[config.mk]
export PLATFORM = sky130hd
export DESIGN_NAME = srg_status_readback
export DESIGN_NICKNAME = d
export VERILOG_FILES = /design/src/rtl/srg_pkg.sv /design/src/rtl/srg_phase_ctrl.sv /design/src/rtl/srg_toggle.sv /design/src/rtl/srg_byte_mux.sv /design/src/rtl/srg_status_readback.sv
export SDC_FILE = /design/constraint.sdc
export NUM_CORES = 1
export LEC_CHECK = 0
export ABC_CLOCK_PERIOD_IN_PS = 1900
export BUFFER_PORTS_ARGS = -buffer_cell sky130_fd_sc_hd__buf_2
export CAP_MARGIN = 20
export CELL_PAD_IN_SITES_DETAIL_PLACEMENT = 0
export CELL_PAD_IN_SITES_GLOBAL_PLACEMENT = 1
export CORE_MARGIN = 1.5
export CORE_UTILIZATION = 31
export DETAILED_ROUTE_END_ITERATION = 8
export GPL_ROUTABILITY_DRIVEN = 0
export GPL_TIMING_DRIVEN = 1
export PLACE_DENSITY_LB_ADDON = 0.1
export SKIP_LAST_GASP = 1
export SYNTH_ARGS = -nofsm -noshare
export SYNTH_HDL_FRONTEND = slang
export SYNTH_HIERARCHICAL = 1
export SYNTH_SLANG_ARGS = --single-unit
[constraint.sdc]
create_clock -name clk_i -period 1.9 [get_ports clk_i]
set_input_delay 0.095 -clock clk_i [delete_from_list [all_inputs] [get_ports clk_i]]
set_output_delay 0.095 -clock clk_i [all_outputs]
set_load 0.005 [all_outputs]
[src/rtl/srg_pkg.sv]
package srg_pkg;
  typedef enum logic [1:0] {
    PH_IDLE   = 2'd0,
    PH_BUSY   = 2'd1,
    PH_SETTLE = 2'd2
  } phase_e;
endpackage

[src/rtl/srg_phase_ctrl.sv]
module srg_phase_ctrl
  import srg_pkg::*;
#(
  parameter int unsigned SETTLE_CYCLES = 33
) (
  input  logic   clk_i,
  input  logic   rst_ni,
  input  logic   busy_i,
  input  logic   op_erase_i,
  input  logic   prog_msb_i,
  output phase_e phase_o,
  output logic   start_o,
  output logic   erase_o,
  output logic   prog_msb_o
);
  localparam int unsigned CNT_W = $clog2(SETTLE_CYCLES + 1) > 0 ? $clog2(SETTLE_CYCLES + 1) : 1;

  logic             busy_q;
  logic             erase_q;
  logic             msb_q;
  logic [CNT_W-1:0] cnt_q;
  logic             done;

  assign start_o = busy_i & ~busy_q;
  assign done    = ~busy_i & busy_q;

  always_ff @(posedge clk_i or negedge rst_ni) begin
    if (!rst_ni) begin
      busy_q  <= 1'b0;
      erase_q <= 1'b0;
      msb_q   <= 1'b0;
      cnt_q   <= '0;
    end else begin
      busy_q <= busy_i;
      if (start_o) begin
        erase_q <= op_erase_i;
        msb_q   <= prog_msb_i;
        cnt_q   <= '0;
      end else if (done) begin
        cnt_q <= CNT_W'(SETTLE_CYCLES);
      end else if (cnt_q != '0) begin
        cnt_q <= cnt_q - 1'b1;
      end
    end
  end

  always_comb begin
    if (busy_q)            phase_o = PH_BUSY;
    else if (cnt_q != '0)  phase_o = PH_SETTLE;
    else                   phase_o = PH_IDLE;
  end

  assign erase_o    = erase_q;
  assign prog_msb_o = msb_q;
endmodule

[src/rtl/srg_toggle.sv]
module srg_toggle (
  input  logic clk_i,
  input  logic rst_ni,
  input  logic start_i,
  input  logic adv_i,
  output logic tgl_o
);
  logic tgl_q;

  always_ff @(posedge clk_i or negedge rst_ni) begin
    if (!rst_ni)      tgl_q <= 1'b0;
    else if (start_i) tgl_q <= 1'b0;
    else if (adv_i)   tgl_q <= ~tgl_q;
  end

  assign tgl_o = tgl_q;
endmodule

[src/rtl/srg_byte_mux.sv]
module srg_byte_mux
  import srg_pkg::*;
#(
  parameter int unsigned DW = 8
) (
  input  phase_e        phase_i,
  input  logic          erase_i,
  input  logic          prog_msb_i,
  input  logic          tgl_i,
  input  logic [DW-1:0] array_i,
  output logic [DW-1:0] byte_o
);
  always_comb begin
    byte_o = '0;
    unique case (phase_i)
      PH_BUSY: begin
        byte_o[DW-1] = erase_i ? 1'b0 : ~prog_msb_i;
        byte_o[DW-2] = tgl_i;
      end
      PH_SETTLE: byte_o[DW-1] = array_i[DW-1];
      PH_IDLE:   byte_o = array_i;
      default:   byte_o = '0;
    endcase
  end
endmodule

[src/rtl/srg_status_readback.sv]
module srg_status_readback
  import srg_pkg::*;
#(
  parameter int unsigned DW            = 8,
  parameter int unsigned SETTLE_CYCLES = 33
) (
  input  logic          clk_i,
  input  logic          rst_ni,
  input  logic          busy_i,
  input  logic          op_erase_i,
  input  logic          prog_msb_i,
  input  logic          rd_i,
  input  logic [DW-1:0] array_data_i,
  output logic [DW-1:0] rd_data_o
);
  phase_e        phase;
  logic          start;
  logic          erase_q;
  logic          msb_q;
  logic          tgl;
  logic [DW-1:0] rd_byte;
  logic [DW-1:0] rd_data_q;

  srg_phase_ctrl #(.SETTLE_CYCLES(SETTLE_CYCLES)) i_phase (
    .clk_i      (clk_i),
    .rst_ni     (rst_ni),
    .busy_i     (busy_i),
    .op_erase_i (op_erase_i),
    .prog_msb_i (prog_msb_i),
    .phase_o    (phase),
    .start_o    (start),
    .erase_o    (erase_q),
    .prog_msb_o (msb_q)
  );

  srg_toggle i_toggle (
    .clk_i   (clk_i),
    .rst_ni  (rst_ni),
    .start_i (start),
    .adv_i   (rd_i && phase == PH_BUSY),
    .tgl_o   (tgl)
  );

  srg_byte_mux #(.DW(DW)) i_mux (
    .phase_i    (phase),
    .erase_i    (erase_q),
    .prog_msb_i (msb_q),
    .tgl_i      (tgl),
    .array_i    (array_data_i),
    .byte_o     (rd_byte)
  );

  always_ff @(posedge clk_i or negedge rst_ni) begin
    if (!rst_ni)   rd_data_q <= '0;
    else if (rd_i) rd_data_q <= rd_byte;
  end

  assign rd_data_o = rd_data_q;
endmodule

After elaboration in Yosys (flattened, before gate mapping)
Index checks and enable logic that the tools add are counted.
- register bits after elaboration: 18
- input bits: 14
- output and inout bits: 8
- word-level logic and storage cells: 32
- add/subtract/negate cells: 1
- equal/unequal tests: 2
- muxes and demuxes: 11
- bitwise logic cells: 6
- reductions and logical operators: 6
- operator list (kind ; count):
    6-bit 2-to-1 mux ; 4
    6-bit nonzero test ; 1
    6-bit by 1-bit subtractor with 6-bit output (second input constant) ; 1
    2-bit 2-to-1 mux ; 2
    1-bit inverter ; 4
    1-bit case mux with 2 select lines ; 2
    1-bit 2-to-1 mux ; 3
    3-bit nonzero test ; 1
    1-bit AND ; 2
    2-bit by 1-bit == test with 1-bit output (second input constant) ; 1
    2-bit == test (second input constant) ; 1
    2-bit zero test ; 1
    2-bit nonzero test ; 1
    2-bit OR reduction ; 1
    1-bit logical AND ; 1

Logic depth before layout (Yosys ltp)
Gate-level depths: netlist of the first run.
- depth in word-level cells: 7
- gate-level depth with buffers: 9
- depth with buffers taken out: 8

Cells and area by module
Netlist of the first run, hierarchy kept.
- modules (own cells, without submodules) (module ; instances ; cells each ; area an instance (um2) ; sequential area each (um2)):
    srg_phase_ctrl ; 1 ; 52 ; 486.7 ; 225.2
    srg_status_readback ; 1 ; 18 ; 341.6 ; 200.2
    srg_byte_mux ; 1 ; 11 ; 78.8 ; 0.0
    srg_toggle ; 1 ; 3 ; 37.5 ; 25.0

Least setup slack after synthesis of the first run
Ideal clock, no wire load.
- path type: register to register
- start point: register i_phase.cnt_q[0]
- end point: register rd_data_q[7] (netlist: rd_data_o[7])
- library setup time: 125 ps
- data arrival time: 1698 ps
- data required time: 1775 ps
- path slack: 77 ps
- cell stages (with the launch flop): 10
- buffers on the path: 1
- period minus slack after synthesis: 1823 ps
- path through: dfrtp_1 inv_1 ha_1 nand2b_1 clkbuf_1 nor2_1 nor2_1 nor3_1 mux2_2 mux2_4
- word-level cells in the longest chain between the ends: 6
- elaborated cells on any way between the ends: 8
- those cells by class: 2 x eq/ne; 3 x mux; 3 x reduce/logical
- RTL lines (item ; RTL line ; RTL):
    start: declaration ; srg_phase_ctrl.sv:21 ; logic [CNT_W-1:0] cnt_q;
    start signal: assignment ; srg_phase_ctrl.sv:40 ; cnt_q <= CNT_W'(SETTLE_CYCLES);
    start signal: assignment ; srg_phase_ctrl.sv:42 ; cnt_q <= cnt_q - 1'b1;
    6-bit nonzero test (*) ; srg_phase_ctrl.sv:49 ; else if (cnt_q != '0) phase_o = PH_SETTLE;
    2-bit 2-to-1 mux (*) ; srg_phase_ctrl.sv:49 ;
    2-bit 2-to-1 mux (*) ; srg_phase_ctrl.sv:48 ; if (busy_q) phase_o = PH_BUSY;
    via phase[1] ; srg_status_readback.sv:16 ; phase_e phase;
    2-bit == test or 2-bit zero test (tied branches) ; srg_byte_mux.sv:15 ; unique case (phase_i)
    2-bit OR reduction (no line) ; - ;
    1-bit case mux with 2 select lines (*) ; srg_byte_mux.sv:15 ;
    via rd_byte[7] ; srg_status_readback.sv:21 ; logic [DW-1:0] rd_byte;
    end signal: assignment ; srg_status_readback.sv:55 ; else if (rd_i) rd_data_q <= rd_byte;
    end: declaration ; srg_status_readback.sv:22 ; logic [DW-1:0] rd_data_q;
Mark *: on every way through the listed nets, which the timed path passes. The rest lies on a longest branch.
A chain may end at the register's enable or synchronous reset.

Final worst setup path of the first run
- start point: register i_phase.cnt_q[0]
- end point: register rd_data_q[4] (netlist: rd_data_o[4])
- word-level cells in the longest chain between the ends: 5
- RTL lines (item ; RTL line):
    6-bit nonzero test ; srg_phase_ctrl.sv:49
    2-bit 2-to-1 mux ; srg_phase_ctrl.sv:49
    2-bit 2-to-1 mux ; srg_phase_ctrl.sv:48
    via phase[1] ; srg_status_readback.sv:16
    2-bit zero test ; srg_byte_mux.sv:15
    6-bit 2-to-1 mux ; srg_byte_mux.sv:15
    via rd_byte[4] ; srg_status_readback.sv:21
The timed path passes the listed nets, and every way through them passes these cells.

==> out/results.ini, run 1 <==
[run_status]
status = completed

[global_route]
grt_util_all_layers_pct = 12.3
grt_pass1_wl_microns = 3050
gr-total-overflow = 0
grt_antenna_before_repair = 0
grt_max_degree = 19
grt_pass1_vias = 692

[drt]
avgRoutedWirePerCell_microns = 12.9
viasPerCell = 4.89
routed-wl-met2_microns = 887
final_antenna_net_count = 0
dr.max_layer_used = met4
routed-via-count = 694
drt_iter0_drc = 4
drt-total-wl_microns = 1830
met3WireLength_microns = 80
drc_errors = 0
met1_length_microns = 847
drt-pass1-iter-count = 6

[clocking]
cts_num_sinks = 18
cts_setup_buffers = 0
cts_buffers = 3
clock_latency_ns = 0.30
ctsLongestPathBuffers = 2
cts_root_buf = clkbuf_4
cts.clk_slew.worst_paths_ns = 0.11
cts_tree = done
htree_levels = 1

[synth]
yosysTopAreaCell = dfrtp_1
synth-seq-cells = 18
synth_xor_area_share_pct = 1.85
ys_warn_count = 6
synthMuxAreaShare_pct = 15.0
syn_inst = 84
synth_edf_count = 0
synthSimpleGateAreaFrac_pct = 19.1
yosys-top-cells-area = dfrtp_1, mux2_4, and2_2
netlist.area_leader.share_pct = 47.7
yosysSeqAreaShare_pct = 47.7
syn_nets = 100
netlist_area_sq_um = 945
synth-compound-area-share_pct = 9.27
ys_async_sr_fraction_pct = 100
synth.distinct_cells = 30
synth_top_family_by_area = simple AND/OR/NAND/NOR gates
ys.flop_type = dfrtp_1
synth_fa_ha_area_share_pct = 2.65
synth.avg_cell_area_sq_um = 11.2

[cells_and_area]
final_common_cell = buf_2
drive_above_1_share_pct = 40.5
final_util_pct = 40.8
finalNonFillerCells = 142
final_area_sq_mm = 0.00115
nNetsFinal = 128
diodes = 0
area_growth_pct = 22.3
final_cell_mix = buf_2, dfrtp_1, mux2_4

[placement]
post_dp_cell_area_sq_mm = 0.00108
numPlacedInstances = 134
numPortBuffers = 21
dp_hpwl_microns = 1340

[power]
leakagePower_nw = 0.590
max-vdd-ir-drop_mv = 0.421
power.density_mw_per_mm2 = 1090

[floorplanning]
io-pin-count = 22
die_area_sq_mm = 0.00339
start_util_pct = 33.4
rows = 19
core_sq_mm = 0.00283
die_h_microns = 58.2
die_w_microns = 58.2

[sta]
setup_tns_ns = 0
maxSlewViolCount = 0
finalHoldViolations = 0
setup_violations = 0
rsz0062_at_grt = no
max-slew-margin-rel_pct = 72.6
timing.fmax_mhz = 589
period_needed_ns = 1.70
post-route-period-util_pct = 89.3
skew_ns = 0.00585
tightest_slew_ns = 0.410

[worst_setup_path]
worst-endpoint-arrival_ns = 1.89
required_ns = 2.09
endpoint_kind = flop
crit_path_max_fanout = 6
cp-start-kind = flop
critical_path_class = flop to flop

[run]
cap_violations = 0

[min_path]
holdCritPathClass = input pin to flop

[logic make-up (layout without fill, tap and decap cells)]
| family | Yosys count | count (layout) |
|---|---|---|
| AND/OR/NAND/NOR | 32 | 32 |
| XOR/XNOR | 2 | 2 |
| AO/OA/AOI/OAI | 12 | 12 |
| flip-flops | 18 | 18 |
| adder cells (fa/ha/maj) | 2 | 2 |
| multiplexers | 10 | 10 |
| buffers and inverters | 8 | 35 |
[registers in the layout, summed over array words and instances, names as in the netlist]
register,count
rd_data_o,8
i_toggle/tgl_o,1
i_phase/busy_q,1
i_phase/prog_msb_o,1
i_phase/cnt_q,6
i_phase/erase_o,1
[layer usage]
layer  track usage, %  up-vias
met4             1.99        0
met5                0        -
li1                 -      339
met2             20.5       14
met3             5.36        2
met1             15.1      339
[synth_stat cells, drive strengths merged, types with 2 or more instances]
master,number
mux2,9
buf,3
o21ai,2
inv,4
nand2,7
xnor2,2
nor3,3
or3,3
nor2,6
and2,6
dfrtp,18
o31ai,2
nand2b,3
a21oi,2
ha,2
[worst max-delay path, cell delays in order (launching register included)]
cell and delay (ns):
dfrtp_1 0.43, inv_1 0.09, ha_1 0.21, nand2b_1 0.09
nor2_1 0.05, nor2_2 0.14, nor2_1 0.12, and2_2 0.21
mux2_4 0.25
[metrics by stage]
step / total power [W] / hold WS (ns) / setup slack (ns)
global route: 0.00136 / 0.121 / 0.0246
floorplan: 0.000876 / -0.201 / 0.0769
global placement: 0.00101 / 0.0596 / 0.187
finish: 0.00126 / 0.138 / 0.203
detailed placement: 0.00102 / 0.0627 / 0.135
CTS: 0.00128 / 0.127 / 0.111
[final timing paths]
kind	startpoint	cells after the start	to	slack (ns)
setup / recovery	i_phase/cnt_q[0]	8	rd_data_o[4]	0.20
hold / removal	array_data_i[1]	3	rd_data_o[1]	0.14
setup reg to reg	i_phase/cnt_q[0]	8	rd_data_o[4]	0.20
hold reg to reg	i_phase/prog_msb_o	2	i_phase/prog_msb_o	0.49
max in group asynchronous	rst_ni	2	i_phase/cnt_q[3]	1.36
min in group asynchronous	rst_ni	2	rd_data_o[5]	0.25
[what timing repair did]
item,4_1_cts,5_1_grt
endpoints found under the setup margin,0,7
resized for setup,0,1
endpoints found under the hold margin,21,0
hold buffers,4,0
[layout make-up]
| class | instances | area, sq um |
|---|---|---|
| sequential | 18 | 450 |
| tap | 31 | 38.8 |
| fill | 285 | 1670 |
| timing repair buffer | 27 | 160 |
| multi-input combinational | 58 | 454 |
| inverter | 4 | 15.0 |
| clock buffer | 4 | 36.3 |
[power by group]
group	internal (W)	switching [W]
Sequential	0.000472	0.0000754
Clock	0.000117	0.000125
Combinational	0.000249	0.000221
Total	0.000838	0.000421
Note: power is estimated with default switching activity, not from simulation.
==> inputs of run 2 (changes only) <==
CORE_MARGIN = 4   (was 1.5)
RECOVER_POWER = 100   (was unset)
SKIP_CTS_REPAIR_TIMING = 1   (was unset)
==> out/results.ini, run 2 (synthesis gave the netlist of run 1 again) <==
[run_status]
status = completed  ; unchanged

[floorplanning]
die_h_microns = 63.2  ; was 58.2 microns
core_sq_mm = 0.00283  ; unchanged
io-pin-count = 22  ; unchanged
start_util_pct = 33.4  ; unchanged
rows = 19  ; unchanged
die_w_microns = 63.2  ; was 58.2 microns
die_area_sq_mm = 0.00399  ; was 0.00339 sq mm

[clocking]
clock_latency_ns = 0.29  ; was 0.30 ns
htree_levels = 1  ; unchanged
cts.clk_slew.worst_paths_ns = 0.11  ; about the same
cts_root_buf = clkbuf_4  ; unchanged
ctsLongestPathBuffers = 2  ; unchanged
cts_num_sinks = 18  ; unchanged
cts_tree = done  ; unchanged
cts_buffers = 3  ; unchanged

[min_path]
hold_start = array_data_i[5]  ; was array_data_i[1]
holdCritPathClass = input pin to flop  ; unchanged

[global_route]
grt_pass1_vias = 772  ; was 692
grt_max_degree = 19  ; unchanged
grt_pass1_wl_microns = 3480  ; was 3050 microns
grt_util_all_layers_pct = 11.3  ; was 12.3%
gr-total-overflow = 0  ; unchanged
grt_antenna_before_repair = 0  ; unchanged

[cells_and_area]
area_growth_pct = 19.5  ; was 22.3%
final_common_cell = buf_2  ; unchanged
fillerInstances = 291  ; was 285
final_cell_mix = buf_2, dfrtp_1, mux2_4, nand2_1  ; was buf_2, dfrtp_1, mux2_4
largest_reg_flops = 8  ; unchanged
drive_above_1_share_pct = 35.5  ; was 40.5%
diodes = 0  ; unchanged
nNetsFinal = 128  ; unchanged

[drt]
final_antenna_net_count = 0  ; unchanged
drc_errors = 0  ; unchanged
avgRoutedWirePerCell_microns = 14.2  ; was 12.9 microns
drt-pass1-iter-count = 4  ; was 6
drt-total-wl_microns = 2000  ; was 1830 microns
routed-via-count = 707  ; was 694
drt_iter0_drc = 12  ; was 4
viasPerCell = 5.01  ; was 4.89

[placement]
numPortBuffers = 21  ; unchanged
dp_hpwl_microns = 1410  ; was 1340 microns

[sta]
finalHoldViolations = 0  ; unchanged
setup_violations = 0  ; unchanged
max-slew-margin-rel_pct = 31.1  ; was 72.6%
setup_tns_ns = 0  ; unchanged
post-route-period-util_pct = 91.3  ; was 89.3%
period_needed_ns = 1.73  ; was 1.70 ns
skew_ns = 0.00766  ; was 0.00585 ns
rsz0062_at_grt = no  ; unchanged
tightest_slew_ns = 1.03  ; was 0.410 ns
maxSlewViolCount = 0  ; unchanged
timing.fmax_mhz = 577  ; was 589 MHz

[power]
power.density_mw_per_mm2 = 1070  ; was 1090 mW/mm^2
finalPower_w = 0.00120  ; was 0.00126 W
leakagePower_nw = 0.566  ; was 0.590 nW
max-vdd-ir-drop_mv = 0.411  ; was 0.421 mV

[worst_setup_path]
endpoint_kind = flop  ; unchanged
worst-endpoint-arrival_ns = 1.92  ; was 1.89 ns
cpMostUsedCell = nor2_1  ; unchanged
cpMaxStageDelayCell = dfrtp_2  ; was dfrtp_1
critical_path_class = flop to flop  ; unchanged
crit_family = multiplexers  ; was simple AND/OR/NAND/NOR gates
crit_path_max_fanout = 6  ; unchanged
startpoint = i_phase/cnt_q[0]  ; unchanged
cpPeakStageDelay_ns = 0.42  ; was 0.43 ns
cp_cell_sequence = inv_1 > ha_1 > nand2b_1 > nor2_1 > nor2_1 > nor3_1 > mux2_2 > mux2_4  ; was inv_1 > ha_1 > nand2b_1 > nor2_1 > nor2_2 > nor2_1 > and2_2 > mux2_4
cp-start-kind = flop  ; unchanged
required_ns = 2.08  ; was 2.09 ns
critPathBufInv = 1  ; unchanged
r2r-start = i_phase/cnt_q[0]  ; unchanged

[run]
cap_violations = 0  ; unchanged

[run 2: cell count changes in the layout (fill, tap and decap cells not counted), sizes merged]
cell and change:
clkbuf +3, buf -4
[run 2: power by group]
group	total (W)	switching, W	internal (W)	leakage [nW]
combinational	0.000458	0.000226	0.000231	0.322
sequential	0.000551	0.0000772	0.000474	0.230
clock	0.000194	0.000121	0.0000737	0.0138
total	0.00120	0.000424	0.000779	0.566
[run 2: worst paths after layout]
kind,to,slack (ns),cells past startpoint
max in group asynchronous,i_phase/cnt_q[0],0.72,2
min in group asynchronous,i_phase/cnt_q[4],0.50,2
setup reg to reg,rd_data_o[7],0.17,8
hold reg to reg,i_phase/prog_msb_o,0.49,2
setup / recovery,rd_data_o[7],0.17,8
hold / removal,rd_data_o[5],0.15,3
[run 2: final cells by class]
| class | instances | area, sq um | area share, % |
|---|---|---|---|
| multi-input cells | 58 | 448 | 39.7 |
| flip-flops and latches | 18 | 452 | 40.0 |
| well taps | 31 | 38.8 | 3.44 |
| repair buffers | 27 | 153 | 13.5 |
| clock buffers | 3 | 22.5 | 2.00 |
| inverters | 4 | 15.0 | 1.33 |
[run 2: routing by layer]
| metal | GRT usage (%) | part of all wire [%] | vias to the layer above | wire length (microns) |
|---|---|---|---|---|
| li1 | - | - | 341 | - |
| met1 | 13.4 | 46 | 351 | 922 |
| met2 | 18.7 | 49 | 13 | 985 |
| met3 | 3.02 | 3.6 | 2 | 72 |
| met4 | 5.93 | 0.95 | 0 | 19 |
| met5 | 0 | 0 | - | 0 |
[run 2: through the flow]
step           setup WS [ns]  hold slack, ns  instances  util, %  area [sq um]
2_1_floorplan         0.0769          -0.201         84        -           945
3_3_place_gp           0.186          0.0620        134     38.0          1080
3_5_place_dp           0.158          0.0631        134     38.0          1080
4_1_cts                0.116          -0.269        137     38.8          1100
5_1_grt              0.00957           0.127        141     39.9          1130
6_report               0.166           0.146        141     39.9          1130
[run 2: worst reg2reg max path, stage by stage, from the launching register on]
cell      delay [ns]
dfrtp_2         0.42
inv_1           0.07
ha_1            0.21
nand2b_1        0.09
nor2_1          0.04
nor2_1          0.18
nor3_1          0.09
mux2_2          0.27
mux2_4          0.26
==> inputs of run 3 (changes only) <==
CORE_UTILIZATION = 30   (was 31)
==> out/results.ini, run 3 (synthesis gave the netlist of run 1 again) <==
[drt]
final_antenna_net_count = 0  ; unchanged
avgRoutedWirePerCell_microns = 12.3  ; was 14.2 microns
drt-pass1-iter-count = 2  ; was 4
routed-wl-met2_microns = 867  ; was 985 microns
viasPerCell = 4.51  ; was 5.01
drc_errors = 0  ; unchanged
drt_iter0_drc = 25  ; was 12
routed-via-count = 699  ; was 707
drt-total-wl_microns = 1900  ; was 2000 microns
met3WireLength_microns = 109  ; was 72 microns
dr.max_layer_used = met4  ; unchanged
met1_length_microns = 897  ; was 922 microns

[floorplanning]
die_area_sq_mm = 0.00411  ; was 0.00399 sq mm
io-pin-count = 22  ; unchanged
core_sq_mm = 0.00303  ; was 0.00283 sq mm
rows = 20  ; was 19
die_w_microns = 64.1  ; was 63.2 microns
die_h_microns = 64.1  ; was 63.2 microns
start_util_pct = 31.2  ; was 33.4%

[run_status]
status = completed  ; unchanged

[placement]
numPortBuffers = 21  ; unchanged
numPlacedInstances = 148  ; was 134
dp_hpwl_microns = 1430  ; was 1410 microns

[cells_and_area]
largest_reg_flops = 8  ; unchanged
diodes = 0  ; unchanged
drive_above_1_share_pct = 34.2  ; was 35.5%
final_cell_mix = dfrtp_1, buf_2, nand2_1  ; was buf_2, dfrtp_1, mux2_4, nand2_1
nNetsFinal = 129  ; was 128
finalNonFillerCells = 155  ; was 141
fillerInstances = 314  ; was 291
area_growth_pct = 21.3  ; was 19.5%

[sta]
tightest_slew_ns = 0.991  ; was 1.03 ns
skew_ns = 0.00354  ; was 0.00766 ns
finalHoldViolations = 0  ; unchanged
rsz0062_at_grt = no  ; unchanged
max-slew-margin-rel_pct = 34.0  ; was 31.1%
timing.fmax_mhz = 577  ; about the same
post-route-period-util_pct = 91.2  ; was 91.3%
setup_tns_ns = 0  ; unchanged
hold_ws_ns = 0.123  ; was 0.146 ns
period_needed_ns = 1.73  ; about the same
setup_violations = 0  ; unchanged
maxSlewViolCount = 0  ; unchanged

[min_path]
holdCritPathClass = input pin to flop  ; unchanged

[worst_setup_path]
cp_cell_sequence = inv_1 > ha_1 > nand2b_1 > nor2_1 > nor2_2 > nor2_1 > and2_2 > mux2_1  ; was inv_1 > ha_1 > nand2b_1 > nor2_1 > nor2_1 > nor3_1 > mux2_2 > mux2_4
required_ns = 2.09  ; was 2.08 ns
cp-start-kind = flop  ; unchanged
endpoint_kind = flop  ; unchanged
cpPeakStageDelay_ns = 0.42  ; about the same
cpMaxStageDelayCell = dfrtp_1  ; was dfrtp_2
critical_path_class = flop to flop  ; unchanged
crit_path_max_fanout = 6  ; unchanged
worst-endpoint-arrival_ns = 1.92  ; about the same
cpMostUsedCell = nor2_1  ; unchanged

[power]
power.density_mw_per_mm2 = 1050  ; was 1070 mW/mm^2
leakagePower_nw = 0.568  ; was 0.566 nW
max-vdd-ir-drop_mv = 0.524  ; was 0.411 mV

[run]
cap_violations = 0  ; unchanged

[clocking]
cts.clk_slew.worst_paths_ns = 0.10  ; was 0.11 ns
cts_buffers = 3  ; unchanged
cts_num_sinks = 18  ; unchanged
cts_root_buf = clkbuf_4  ; unchanged
ctsLongestPathBuffers = 2  ; unchanged
cts_tree = done  ; unchanged
htree_levels = 1  ; unchanged
clock_latency_ns = 0.29  ; about the same

[global_route]
grt_pass1_wl_microns = 3450  ; was 3480 microns
grt_pass1_vias = 744  ; was 772
grt_max_degree = 19  ; unchanged
gr-total-overflow = 0  ; unchanged
grt_util_all_layers_pct = 11.0  ; was 11.3%
grt_antenna_before_repair = 0  ; unchanged

run 3: cell count changes in the layout (fill, tap and decap cells not counted):
cell | before | now
dfrtp_1 | 17 | 18
dfrtp_2 | 1 | 0
nor2_2 | 0 | 1
nor2_1 | 6 | 5
mux2_1 | 1 | 3
buf_4 | 1 | 2
mux2_4 | 7 | 5
run 3: final timing paths:
check	from	end	slack, ns	depth (start not counted)
max	i_phase/cnt_q[0]	rd_data_o[3]	0.17	8
min in group asynchronous	rst_ni	rd_data_o[0]	0.47	2
max in group asynchronous	rst_ni	i_phase/cnt_q[0]	0.83	2
min	array_data_i[5]	rd_data_o[5]	0.12	3
max reg2reg	i_phase/cnt_q[0]	rd_data_o[3]	0.17	8
min reg2reg	i_phase/prog_msb_o	i_phase/prog_msb_o	0.49	2
run 3: metal layers:
layer / vias up / track usage [%]
li1: 344 / -
met1: 337 / 13.5
met2: 14 / 17.0
met3: 4 / 4.22
met4: 0 / 4.75
met5: - / 0
run 3: cell type report:
class	instances	area [sq um]	share of cell area (%)
sequential	18	450	39.3
timing repair buffer	28	160	14.0
clock buffer	3	22.5	1.97
inverter	4	15.0	1.31
tap	44	55.1	4.80
multi-input combinational	58	443	38.6
run 3: stage by stage:
stage	utilization (%)	worst slack, ns	cell area, sq um	total power [W]
after floorplan	-	0.0769	945	0.000876
after global placement	36.3	0.181	1100	0.00103
after detailed placement	36.3	0.133	1100	0.00104
after CTS	37.1	0.115	1120	0.00124
after global routing	37.9	0.0343	1150	0.00133
final	37.9	0.167	1150	0.00121
run 3: worst max-delay path: cells and delay by family (launching register included):
kind,cells,cell delay [ns]
multiplexers,1,0.29
buffers and inverters,1,0.08
adder cells (fa/ha/maj),1,0.21
AND/OR/NAND/NOR,5,0.62
flip-flops,1,0.42
run 3: report_power, final:
group          internal, W  switching, W  total (W)  leakage (nW)
Sequential        0.000472     0.0000635   0.000535         0.231
Combinational     0.000246      0.000235   0.000481         0.323
Clock            0.0000738      0.000118   0.000191        0.0138
Total             0.000791      0.000416    0.00121         0.568
